**src/rtl/cnt_pkg.sv**
```systemverilog
package cnt_pkg;
  typedef enum logic [1:0] {
    OP_HOLD  = 2'd0,
    OP_COUNT = 2'd1,
    OP_LOAD  = 2'd2,
    OP_CLEAR = 2'd3
  } cnt_op_e;
endpackage

```
**src/rtl/cnt_rst_sync.sv**
```systemverilog
module cnt_rst_sync #(
  parameter int STAGES = 2
) (
  input  logic clk,
  input  logic rst_n,
  output logic rst_sync_n
);
  logic [STAGES-1:0] sync_r;

  always_ff @(posedge clk or negedge rst_n) begin
    if (!rst_n) sync_r <= '0;
    else        sync_r <= {sync_r[STAGES-2:0], 1'b1};
  end

  assign rst_sync_n = sync_r[STAGES-1];


  release_after_input_chk: assert property (@(posedge clk) disable iff (!rst_n)
    $rose(rst_sync_n) |-> $past(rst_n));
endmodule

```
**src/rtl/cnt_op_dec.sv**
```systemverilog
module cnt_op_dec import cnt_pkg::*; (
  input  logic    clr_n,
  input  logic    ld_n,
  input  logic    en_p,
  input  logic    en_t,
  output cnt_op_e op
);
  always_comb begin
    if (!clr_n)            op = OP_CLEAR;
    else if (!ld_n)        op = OP_LOAD;
    else if (en_p && en_t) op = OP_COUNT;
    else                   op = OP_HOLD;
  end
endmodule

```
**src/rtl/cnt_slice.sv**
```systemverilog
module cnt_slice import cnt_pkg::*; #(
  parameter int SLICE_W = 4
) (
  input  logic               clk,
  input  logic               rst_n,
  input  logic               clr_n,
  input  logic               ld_n,
  input  logic               en_p,
  input  logic               en_t,
  input  logic [SLICE_W-1:0] d,
  output logic [SLICE_W-1:0] q,
  output logic               tc
);
  cnt_op_e            op;
  logic [SLICE_W-1:0] q_r;
  logic [SLICE_W-1:0] q_nxt;
  logic               q_upd;

  cnt_op_dec u_dec (
    .clr_n (clr_n),
    .ld_n  (ld_n),
    .en_p  (en_p),
    .en_t  (en_t),
    .op    (op)
  );

  always_comb begin
    q_upd = (op != OP_HOLD);
    unique case (op)
      OP_CLEAR: q_nxt = '0;
      OP_LOAD:  q_nxt = d;
      OP_COUNT: q_nxt = q_r + 1'b1;
      default:  q_nxt = q_r;
    endcase
  end

  always_ff @(posedge clk or negedge rst_n) begin
    if (!rst_n)     q_r <= '0;
    else if (q_upd) q_r <= q_nxt;
  end

  assign q  = q_r;
  assign tc = en_t & (&q_r);


  slice_clear_chk: assert property (@(posedge clk) disable iff (!rst_n)
    !clr_n |=> (q == '0));

  slice_load_chk: assert property (@(posedge clk) disable iff (!rst_n)
    (clr_n && !ld_n) |=> (q == $past(d)));

  slice_count_chk: assert property (@(posedge clk) disable iff (!rst_n)
    (clr_n && ld_n && en_p && en_t) |=> (q == SLICE_W'($past(q) + 1'b1)));

  slice_hold_chk: assert property (@(posedge clk) disable iff (!rst_n)
    (clr_n && ld_n && !(en_p && en_t)) |=> $stable(q));
endmodule

```
**src/rtl/bcnt_chain.sv**
```systemverilog
module bcnt_chain #(
  parameter int SLICE_W = 4,
  parameter int STAGES  = 2,
  parameter int SYNC_FF = 2
) (
  input  logic                      clk,
  input  logic                      rst_n,
  input  logic                      clear_n,
  input  logic                      load_n,
  input  logic                      enable_p,
  input  logic                      enable_t,
  input  logic [SLICE_W*STAGES-1:0] d,
  output logic [SLICE_W*STAGES-1:0] q,
  output logic                      tc
);
  localparam int W = SLICE_W * STAGES;

  logic              rst_sync_n;
  logic [STAGES:0]   carry;

  cnt_rst_sync #(.STAGES(SYNC_FF)) u_rst (
    .clk        (clk),
    .rst_n      (rst_n),
    .rst_sync_n (rst_sync_n)
  );

  assign carry[0] = enable_t;

  for (genvar k = 0; k < STAGES; k++) begin : g_slice
    cnt_slice #(.SLICE_W(SLICE_W)) u_slice (
      .clk   (clk),
      .rst_n (rst_sync_n),
      .clr_n (clear_n),
      .ld_n  (load_n),
      .en_p  (enable_p),
      .en_t  (carry[k]),
      .d     (d[k*SLICE_W +: SLICE_W]),
      .q     (q[k*SLICE_W +: SLICE_W]),
      .tc    (carry[k+1])
    );
  end

  assign tc = carry[STAGES];


  tc_gate_chk: assert property (@(posedge clk) disable iff (!rst_sync_n)
    tc == (enable_t && (q == {W{1'b1}})));

  wide_count_chk: assert property (@(posedge clk) disable iff (!rst_sync_n)
    (clear_n && load_n && enable_p && enable_t) |=> (q == W'($past(q) + 1'b1)));

  wide_hold_chk: assert property (@(posedge clk) disable iff (!rst_sync_n)
    (clear_n && load_n && !(enable_p && enable_t)) |=> $stable(q));
endmodule

```
**config.mk**
```make
export PLATFORM = sky130hd
export DESIGN_NAME = bcnt_chain
export DESIGN_NICKNAME = d
export VERILOG_FILES = /design/src/rtl/cnt_pkg.sv /design/src/rtl/cnt_rst_sync.sv /design/src/rtl/cnt_op_dec.sv /design/src/rtl/cnt_slice.sv /design/src/rtl/bcnt_chain.sv
export SDC_FILE = /design/constraint.sdc
export NUM_CORES = 1
export LEC_CHECK = 0
export ABC_AREA = 1
export BUFFER_PORTS_ARGS = -buffer_cell sky130_fd_sc_hd__buf_4
export CAP_MARGIN = 20
export CORE_AREA = 2 2 39 41
export CTS_BUF_LIST = sky130_fd_sc_hd__clkbuf_16
export CTS_CLUSTER_SIZE = 28
export DETAILED_ROUTE_END_ITERATION = 8
export DIE_AREA = 0 0 41 43
export GPL_TIMING_DRIVEN = 0
export PLACE_DENSITY = 0.73
export SLEW_MARGIN = 20
export SYNTH_ARGS = -nofsm -noshare
export SYNTH_HDL_FRONTEND = slang
export SYNTH_SLANG_ARGS = --single-unit
```
**constraint.sdc**
```tcl
create_clock -name clk -period 1.33 [get_ports clk]
set_input_delay 0.266 -clock clk [delete_from_list [all_inputs] [get_ports clk]]
set_output_delay 0.266 -clock clk [all_outputs]
set_load 0.01 [all_outputs]
```
==> summary.md, run 1 <==
| Metric | Value |
|---|---|
| Synth Area per Inst | `7.347 um^2` |
| Vias in the first global route | `586` |
| Total iterations of the first detailed-routing run | `4` |
| Die Span Y | `approximately 43 um` |
| Final Max Slew Viols | `0` |
| DRT met1 WL | `slightly above 600 um` |
| Final wirelength | `1.511 mm` |
| Reg2reg start | `g_slice[0].u_slice.q[0]$_DFFE_PN0P_` |
| Fmax | `between 600 and 700 MHz` |
| Post-synthesis register bit count | `10` |
| Worst setup SP type | `flip-flop` |
| Failing checks | `negative setup slack` |
| PnR worst setup slack | `-0.1057 ns` |
| # clock sinks | `10` |
| Register share of total power | `~35%` |
| Slew headroom | `between 60 and 70%` |
| Cell leakage power | `0.4793 nW` |
| Ports | `23` |
| Clock latency on the worst-skew pair | `roughly 0.23 ns` |
| Max layer used | `met4` |
| Layout area overhead | `60.70%` |
| Via count | `659` |
| Core Area | `1384 um^2` |
| Worst Setup Path Type | `reg -> out` |
| RSZ-0062 raised after global routing | `yes` |
| Number of setup violations in the final report | `1` |
| Worst hold margin | `roughly 0.14 ns` |
| Worst Setup SP | `g_slice[0].u_slice.q[0]$_DFFE_PN0P_` |
| Outcome | `finished with violations` |
| Post-Syn Area | `roughly 570 um^2` |
| Switching Fraction | `around a fifth` |
| Final Hold Viols | `0` |
| Gp weighted congestion | `around 0.79` |
| Dpl hpwl | `approximately 1.1 mm` |
| Register area share after synthesis | `between 40% and 50%` |
| Synth unique cells | `11` |
| WL met2 | `between 700 and 800 um` |
| Setup TNS Final | `-0.1057 ns` |
| Multiplexer share of the synthesized area | `0%` |
| H-tree depth | `1` |
| Reg2Reg Depth | `7` |
| Final Power | `1.000 mW` |
| Internal cell power | `just under 0.8 mW` |
| Hold Crit Class | `reg -> async` |
| Die width | `about 41 um` |
| CTS Buffer Depth | `2` |
| Syn nets | `94` |
| Measured slew at the worst slew-check pin | `0.5450 ns` |
| Clock share of power | `50.7%` |
| Cells after DPL | `approximately 120` |
| FF-to-FF End | `g_slice[1].u_slice.q[0]$_DFFE_PN0P_` |
| Required time worst endpoint | `around 1.1 ns` |
| Most common cell on crit path | `nand2_2` |
| Number of buffers created by CTS | `3` |
| Metal3 WL | `~86 um` |
| First-pass GRT wire length | `approximately 2.3 mm` |
| Slowest cell on crit path | `dfrtp_1` |
| Initial antenna violation count | `0` |
| Max-Cap Viols | `0` |
| Largest family of logic cells by synthesized area | `simple AND/OR/NAND/NOR gates` |
| DRC errors left | `0` |
| CP max FO | `2` |
| Drt initial violations | `14` |
| Capture point of the worst path | `tc` |
| Clock skew | `roughly 0.0032 ns` |
| GRT Util Overall | `between 10% and 20%` |
| Initial core utilization | `41.41%` |
| Layout Nets | `130` |
| Routed Antenna Nets | `0` |
| Final min period | `approximately 1.4 ns` |
| Pwr Density | `1086 nW/um^2` |
| Logic pwr share | `14.7%` |
| Clock-pin slew on the worst setup and hold paths | `approximately 0.04 ns` |
| Synth Area in Compound Gates | `1.310%` |
| CP arrival | `about 1.2 ns` |
| Cell Rows | `14` |
| Synth Area in Simple Gates | `between 40% and 50%` |
| WL/cell | `11.80 um` |
| Worst vdd ir | `between 0.8 and 0.9 mV` |
| FF-to-FF setup slack | `about 0.09 ns` |
| Critical Path Max Stage Delay | `about 0.35 ns` |
| NetSw | `~0.21 mW` |
| Vias per inst | `around 5` |
| Grt total ovfl | `0` |
| Root Driver | `clkbuf_16` |
| Post-Syn Instances | `78` |
| Critical Path Sink Type | `output pin` |
| Crit-path cells | `ha_2 > nand2_2 > inv_2 > nand2_2 > nor2_1 > buf_4` |
| Non-Filler Instances | `between 100 and 150` |
| Xor and xnor area share after synthesis | `0%` |
| Yosys Warn Count | `0` |
| DIE AREA | `between 1500 and 2000 um^2` |
| Pin count of the biggest net entering global routing | `9` |
| Adder-cell share of the synthesized area | `roughly 4.4%` |
| Post-route clock period utilization | `107.9%` |
| PortBufs | `22` |
| Share of cells above drive strength 1 | `37.50%` |
| Ant diodes | `0` |
| CTS tree | `done` |
synthesized netlist by cell type, drive strengths merged:
library cell	instances	share of area [%]
conb	1	0.65
dfrtp	10	44
ha	2	4.4
inv	8	5.2
nand2	20	13
nand3	23	21
nand4	3	3.3
nor2	10	7.4
o211ai	1	1.3
metal layers:
| metal | GRT usage [%] | vias up |
|---|---|---|
| li1 | - | 329 |
| met1 | 22.37 | 302 |
| met2 | 30.31 | 24 |
| met3 | 4.188 | 4 |
| met4 | 11.33 | 0 |
| met5 | 0 | - |
sequential cells by signal, summed over array words and instances (netlist names):
signal,cells
g_slice.u_slice.q,8
u_rst.sync_r,2
worst min path at each step:
stage / slack (ns) / startpoint / end / depth (start not counted)
2_1_floorplan: -0.03 / rst_n / u_rst.sync_r[0]$_DFF_PN0_ / 0
3_3_place_gp: 0.05 / rst_n / u_rst.sync_r[1]$_DFF_PN0_ / 1
3_5_place_dp: 0.05 / rst_n / u_rst.sync_r[1]$_DFF_PN0_ / 1
4_1_cts: 0.15 / u_rst.sync_r[1]$_DFF_PN0_ / g_slice[1].u_slice.q[0]$_DFFE_PN0P_ / 0
5_1_grt: 0.16 / u_rst.sync_r[1]$_DFF_PN0_ / g_slice[0].u_slice.q[2]$_DFFE_PN0P_ / 0
6_report: 0.14 / u_rst.sync_r[1]$_DFF_PN0_ / g_slice[1].u_slice.q[0]$_DFFE_PN0P_ / 0
cells in the final DEF, fill, tap and decap left out, drive strengths merged:
cell type    count
buf             30
nand3           23
nand2           20
dfrtp           10
nor2            10
inv              8
nand4            3
clkbuf           3
ha               2
o211ai           1
dlygate4sd3      1
conb             1
worst max-delay path: cells and delay by family (launching register included):
family / cells / cell delay, ns
adder cells (fa/ha/maj): 1 / 0.19
buffers and inverters: 2 / 0.19
flip-flops: 1 / 0.35
AND/OR/NAND/NOR: 3 / 0.21
power by group through the flow:
stage	Combinational, mW	Clock, mW	Sequential (mW)
final	0.147	0.508	0.346
after floorplan	0.0417	0	0.358
after global placement	0.113	0	0.355
after global routing	0.162	0.540	0.349
after CTS	0.140	0.518	0.345
after detailed placement	0.117	0	0.356
area by class of cell:
| type | count | area (um^2) |
|---|---|---|
| clock buffer | 3 | 75.07 |
| fill | 118 | 462.9 |
| inverter | 8 | 30.03 |
| multi-input combinational | 60 | 310.3 |
| sequential | 10 | 250.2 |
| tap | 16 | 20.02 |
| timing repair buffer | 31 | 235.2 |
logic make-up (layout without fill, tap and decap cells):
kind of cell    Yosys count  in the layout
compound gates            1              1
simple gates             56             56
buf+inv                   8             42
flops                    10             10
other cells               1              1
fa+ha+maj                 2              2
timing repair:
action,4_1_cts,5_1_grt
pin swaps,2,2
gates cloned,0,0
hold endpoints to repair,2,0
resized for setup,2,5
setup buffers,6,2
endpoints found under the setup margin,1,5
hold buffers,1,0
stage by stage:
stage               utilization, %  setup slack [ns]  area, um^2
finish                       66.55           -0.1057       920.9
global route                 66.55           -0.1909       920.9
CTS                          64.56           -0.1092       893.4
detailed placement           54.79         -0.004992       758.2
global placement             54.79          0.004156       758.2
floorplan                        -           0.04828       573.1
Note: power is estimated with default switching activity, not from simulation.
==> run 2: changes to the inputs <==
REMOVE_ABC_BUFFERS = 1   (was not set)
clock period = 1.76 ns   (was 1.33 ns; I/O delays follow)
==> run 2 against run 1 <==
  * The flow now finishes without violations
  * First-iteration DRC count is 36% lower
  * Critical endpoint unchanged
  * Clock skew decreased by 0.00054 ns
  * Sequential cell count stayed put
  * Non-clock buffer count is 7 lower
  * Final cell count decreased by 5.5%
  * Core utilization is 5.0 points lower
  * Critical path type unchanged
==> summary.md, run 2 (synthesis gave the netlist of run 1 again) <==
| Metric | Value |
|---|---|
| Die Span Y | `43 um (unchanged)` |
| Layout Nets | `123 (-5.4%)` |
| Worst vdd ir | `0.6591 mV (-26%)` |
| Root Driver | `clkbuf_16` |
| Share of cells above drive strength 1 | `28.57% (-8.9 points)` |
| Die width | `41 um (unchanged)` |
| Worst hold margin | `0.1355 ns (-0.00005700 ns)` |
| Number of setup violations in the final report | `0 (-1)` |
| Final Hold Viols | `0 (unchanged)` |
| Final wirelength | `1.312 mm (-13%)` |
| Reg2Reg Depth | `6 (-1)` |
| Slowest cell on crit path | `dfrtp_2` |
| Hold Crit Class | `reg -> async` |
| Outcome | `complete, no violations` |
| Slew headroom | `64.37% (+0.84 points)` |
| DRC errors left | `0 (unchanged)` |
| CP arrival | `1.30 ns (+0.13 ns)` |
| Fillers | `130 (+10%)` |
| Initial antenna violation count | `0 (unchanged)` |
| Worst Setup SP | `g_slice[0].u_slice.q[0]$_DFFE_PN0P_` |
| Reg2reg start | `g_slice[0].u_slice.q[1]$_DFFE_PN0P_` |
| Max FFs per register | `8 (unchanged)` |
| GR met1 Demand/Resource | `23.05% (+0.68 points)` |
| CTS tree | `done` |
| Critical Path Sink Type | `output pin` |
| Cell Rows | `14 (unchanged)` |
| Post-route clock period utilization | `approximately 94%` |
| Vias per inst | `5.041 (-2.1%)` |
| Required time worst endpoint | `1.41 ns (+0.35 ns)` |
| CTS Buffer Depth | `2 (unchanged)` |
| Pin count of the biggest net entering global routing | `9 (unchanged)` |
| Met2 Usage GRT | `26.88% (-3.4 points)` |
| Non-Filler Instances | `121 (-5.5%)` |
| Grt peak-use layer | `met2` |
| Gp weighted congestion | `0.7939 (unchanged)` |
| Final min period | `~1.7 ns` |
| Number of buffers created by CTS | `3 (unchanged)` |
| PortBufs | `22 (unchanged)` |
| Vias in the first global route | `542 (-7.5%)` |
| Crit-path cells | `ha_1 > nand2_1 > inv_1 > nand2_1 > nor2_1 > buf_4` |
| Measured slew at the worst slew-check pin | `0.5325 ns (-0.01250 ns)` |
| DIE AREA | `1763 um^2 (unchanged)` |
| H-tree depth | `1 (unchanged)` |
| Grt total ovfl | `0 (unchanged)` |
| First-pass GRT wire length | `2.152 mm (-5.2%)` |
| Worst Setup Path Type | `reg -> out` |
| Ports | `23 (unchanged)` |
| Via count | `610 (-7.4%)` |
| Routed Antenna Nets | `0 (unchanged)` |
| Critical Path Max Stage Delay | `0.43 ns (+0.08 ns)` |
| Dpl hpwl | `1.067 mm (unchanged)` |
| Drt initial violations | `9 (-5)` |
| Most common cell on crit path | `nand2_1` |
| CP max FO | `6 (+4)` |
| GRT Util Overall | `18.27% (-0.92 points)` |
| Layout area overhead | `48.69%` |
| Core Area | `1384 um^2 (unchanged)` |
| WL/cell | `10.84 um (-8.1%)` |
| Initial core utilization | `41.41% (unchanged)` |
| Clock skew | `0.002670 ns (-0.0005439 ns)` |
| Cell leakage power | `0.4465 nW (-6.8%)` |
| Clock latency on the worst-skew pair | `0.23 ns (about the same)` |
| Cells after DPL | `116 (unchanged)` |
| Clock-pin slew on the worst setup and hold paths | `0.04 ns (about the same)` |
| Worst setup SP type | `flip-flop` |
| Ant diodes | `0 (unchanged)` |
| Final Max Slew Viols | `0 (unchanged)` |
| Pwr Density | `864.8 nW/um^2 (-20%)` |
| Most frequent cells in the layout | `buf_4 (23), nand3_1 (22), nand2_1 (20), dfrtp_1 (9)` |
| # clock sinks | `10 (unchanged)` |
| Commonest non-fill, non-tap cell in the layout | `buf_4` |
| Fmax | `just over 600 MHz` |
| Total iterations of the first detailed-routing run | `4 (unchanged)` |
| Max-Cap Viols | `0 (unchanged)` |
| Grt met3 use | `4.188% (unchanged)` |
==> run 2: cell count changes in the layout (fill, tap and decap cells not counted), sizes merged <==
cell  delta
buf      -7
==> run 2: area by class of cell <==
type	count	area, um^2	area share [%]
clock buffers	3	75.07	8.811
repair buffers	24	182.7	21.44
multi-input cells	60	292.8	34.36
inverters	8	30.03	3.524
flip-flops and latches	10	251.5	29.52
well taps	16	20.02	2.349
==> run 2: timing repair <==
item | in CTS | in global routing
setup buffers | 0 | 1
resized for setup | 0 | 1
hold buffers | 1 | 0
endpoints found under the hold margin | 2 | 0
endpoints found under the setup margin | 0 | 1
==> run 2: stage by stage <==
| step | instance area [um^2] | setup TNS [ns] | utilization, % | power (mW) | setup slack, ns |
|---|---|---|---|---|---|
| 4_1_cts | 843.3 | 0 | 60.94 | 0.7470 | 0.08838 |
| 3_5_place_dp | 758.2 | 0 | 54.79 | 0.3569 | 0.3390 |
| 6_report | 852.1 | 0 | 61.57 | 0.7369 | 0.1097 |
| 2_1_floorplan | 573.1 | 0 | - | 0.3017 | 0.3923 |
| 3_3_place_gp | 758.2 | 0 | 54.79 | 0.3541 | 0.3482 |
| 5_1_grt | 852.1 | -0.006545 | 61.57 | 0.7796 | -0.006545 |
==> run 2: path summary, 6_finish.rpt <==
path                                                       end  slack, ns
max in group asynchronous            u_rst.sync_r[1]$_DFF_PN0_       1.24
setup reg to reg           g_slice[1].u_slice.q[0]$_DFFE_PN0P_       0.52
setup / recovery                                            tc       0.11
hold / removal             g_slice[0].u_slice.q[2]$_DFFE_PN0P_       0.14
min in group clk           g_slice[0].u_slice.q[3]$_DFFE_PN0P_       0.34
hold reg to reg            g_slice[0].u_slice.q[2]$_DFFE_PN0P_       0.14
==> run 2: layer usage <==
layer  vias up  wire (um)
met2        16        626
met4         0         35
met1       276        577
met5         -          0
li1        314          -
met3         4         72
==> run 2: critical path: cells and delay by family (launching register included) <==
family                   cells  cell delay [ns]
flip-flops                   1             0.43
AND/OR/NAND/NOR              3             0.23
adder cells (fa/ha/maj)      1             0.22
buffers and inverters        2             0.19
==> run 2: power by group <==
| part | switching (mW) | leakage (nW) | internal, mW |
|---|---|---|---|
| sequential | 0.0208 | 0.128 | 0.245 |
| clock | 0.0864 | 0.0370 | 0.293 |
| combinational | 0.0413 | 0.282 | 0.0501 |
| total | 0.149 | 0.447 | 0.588 |
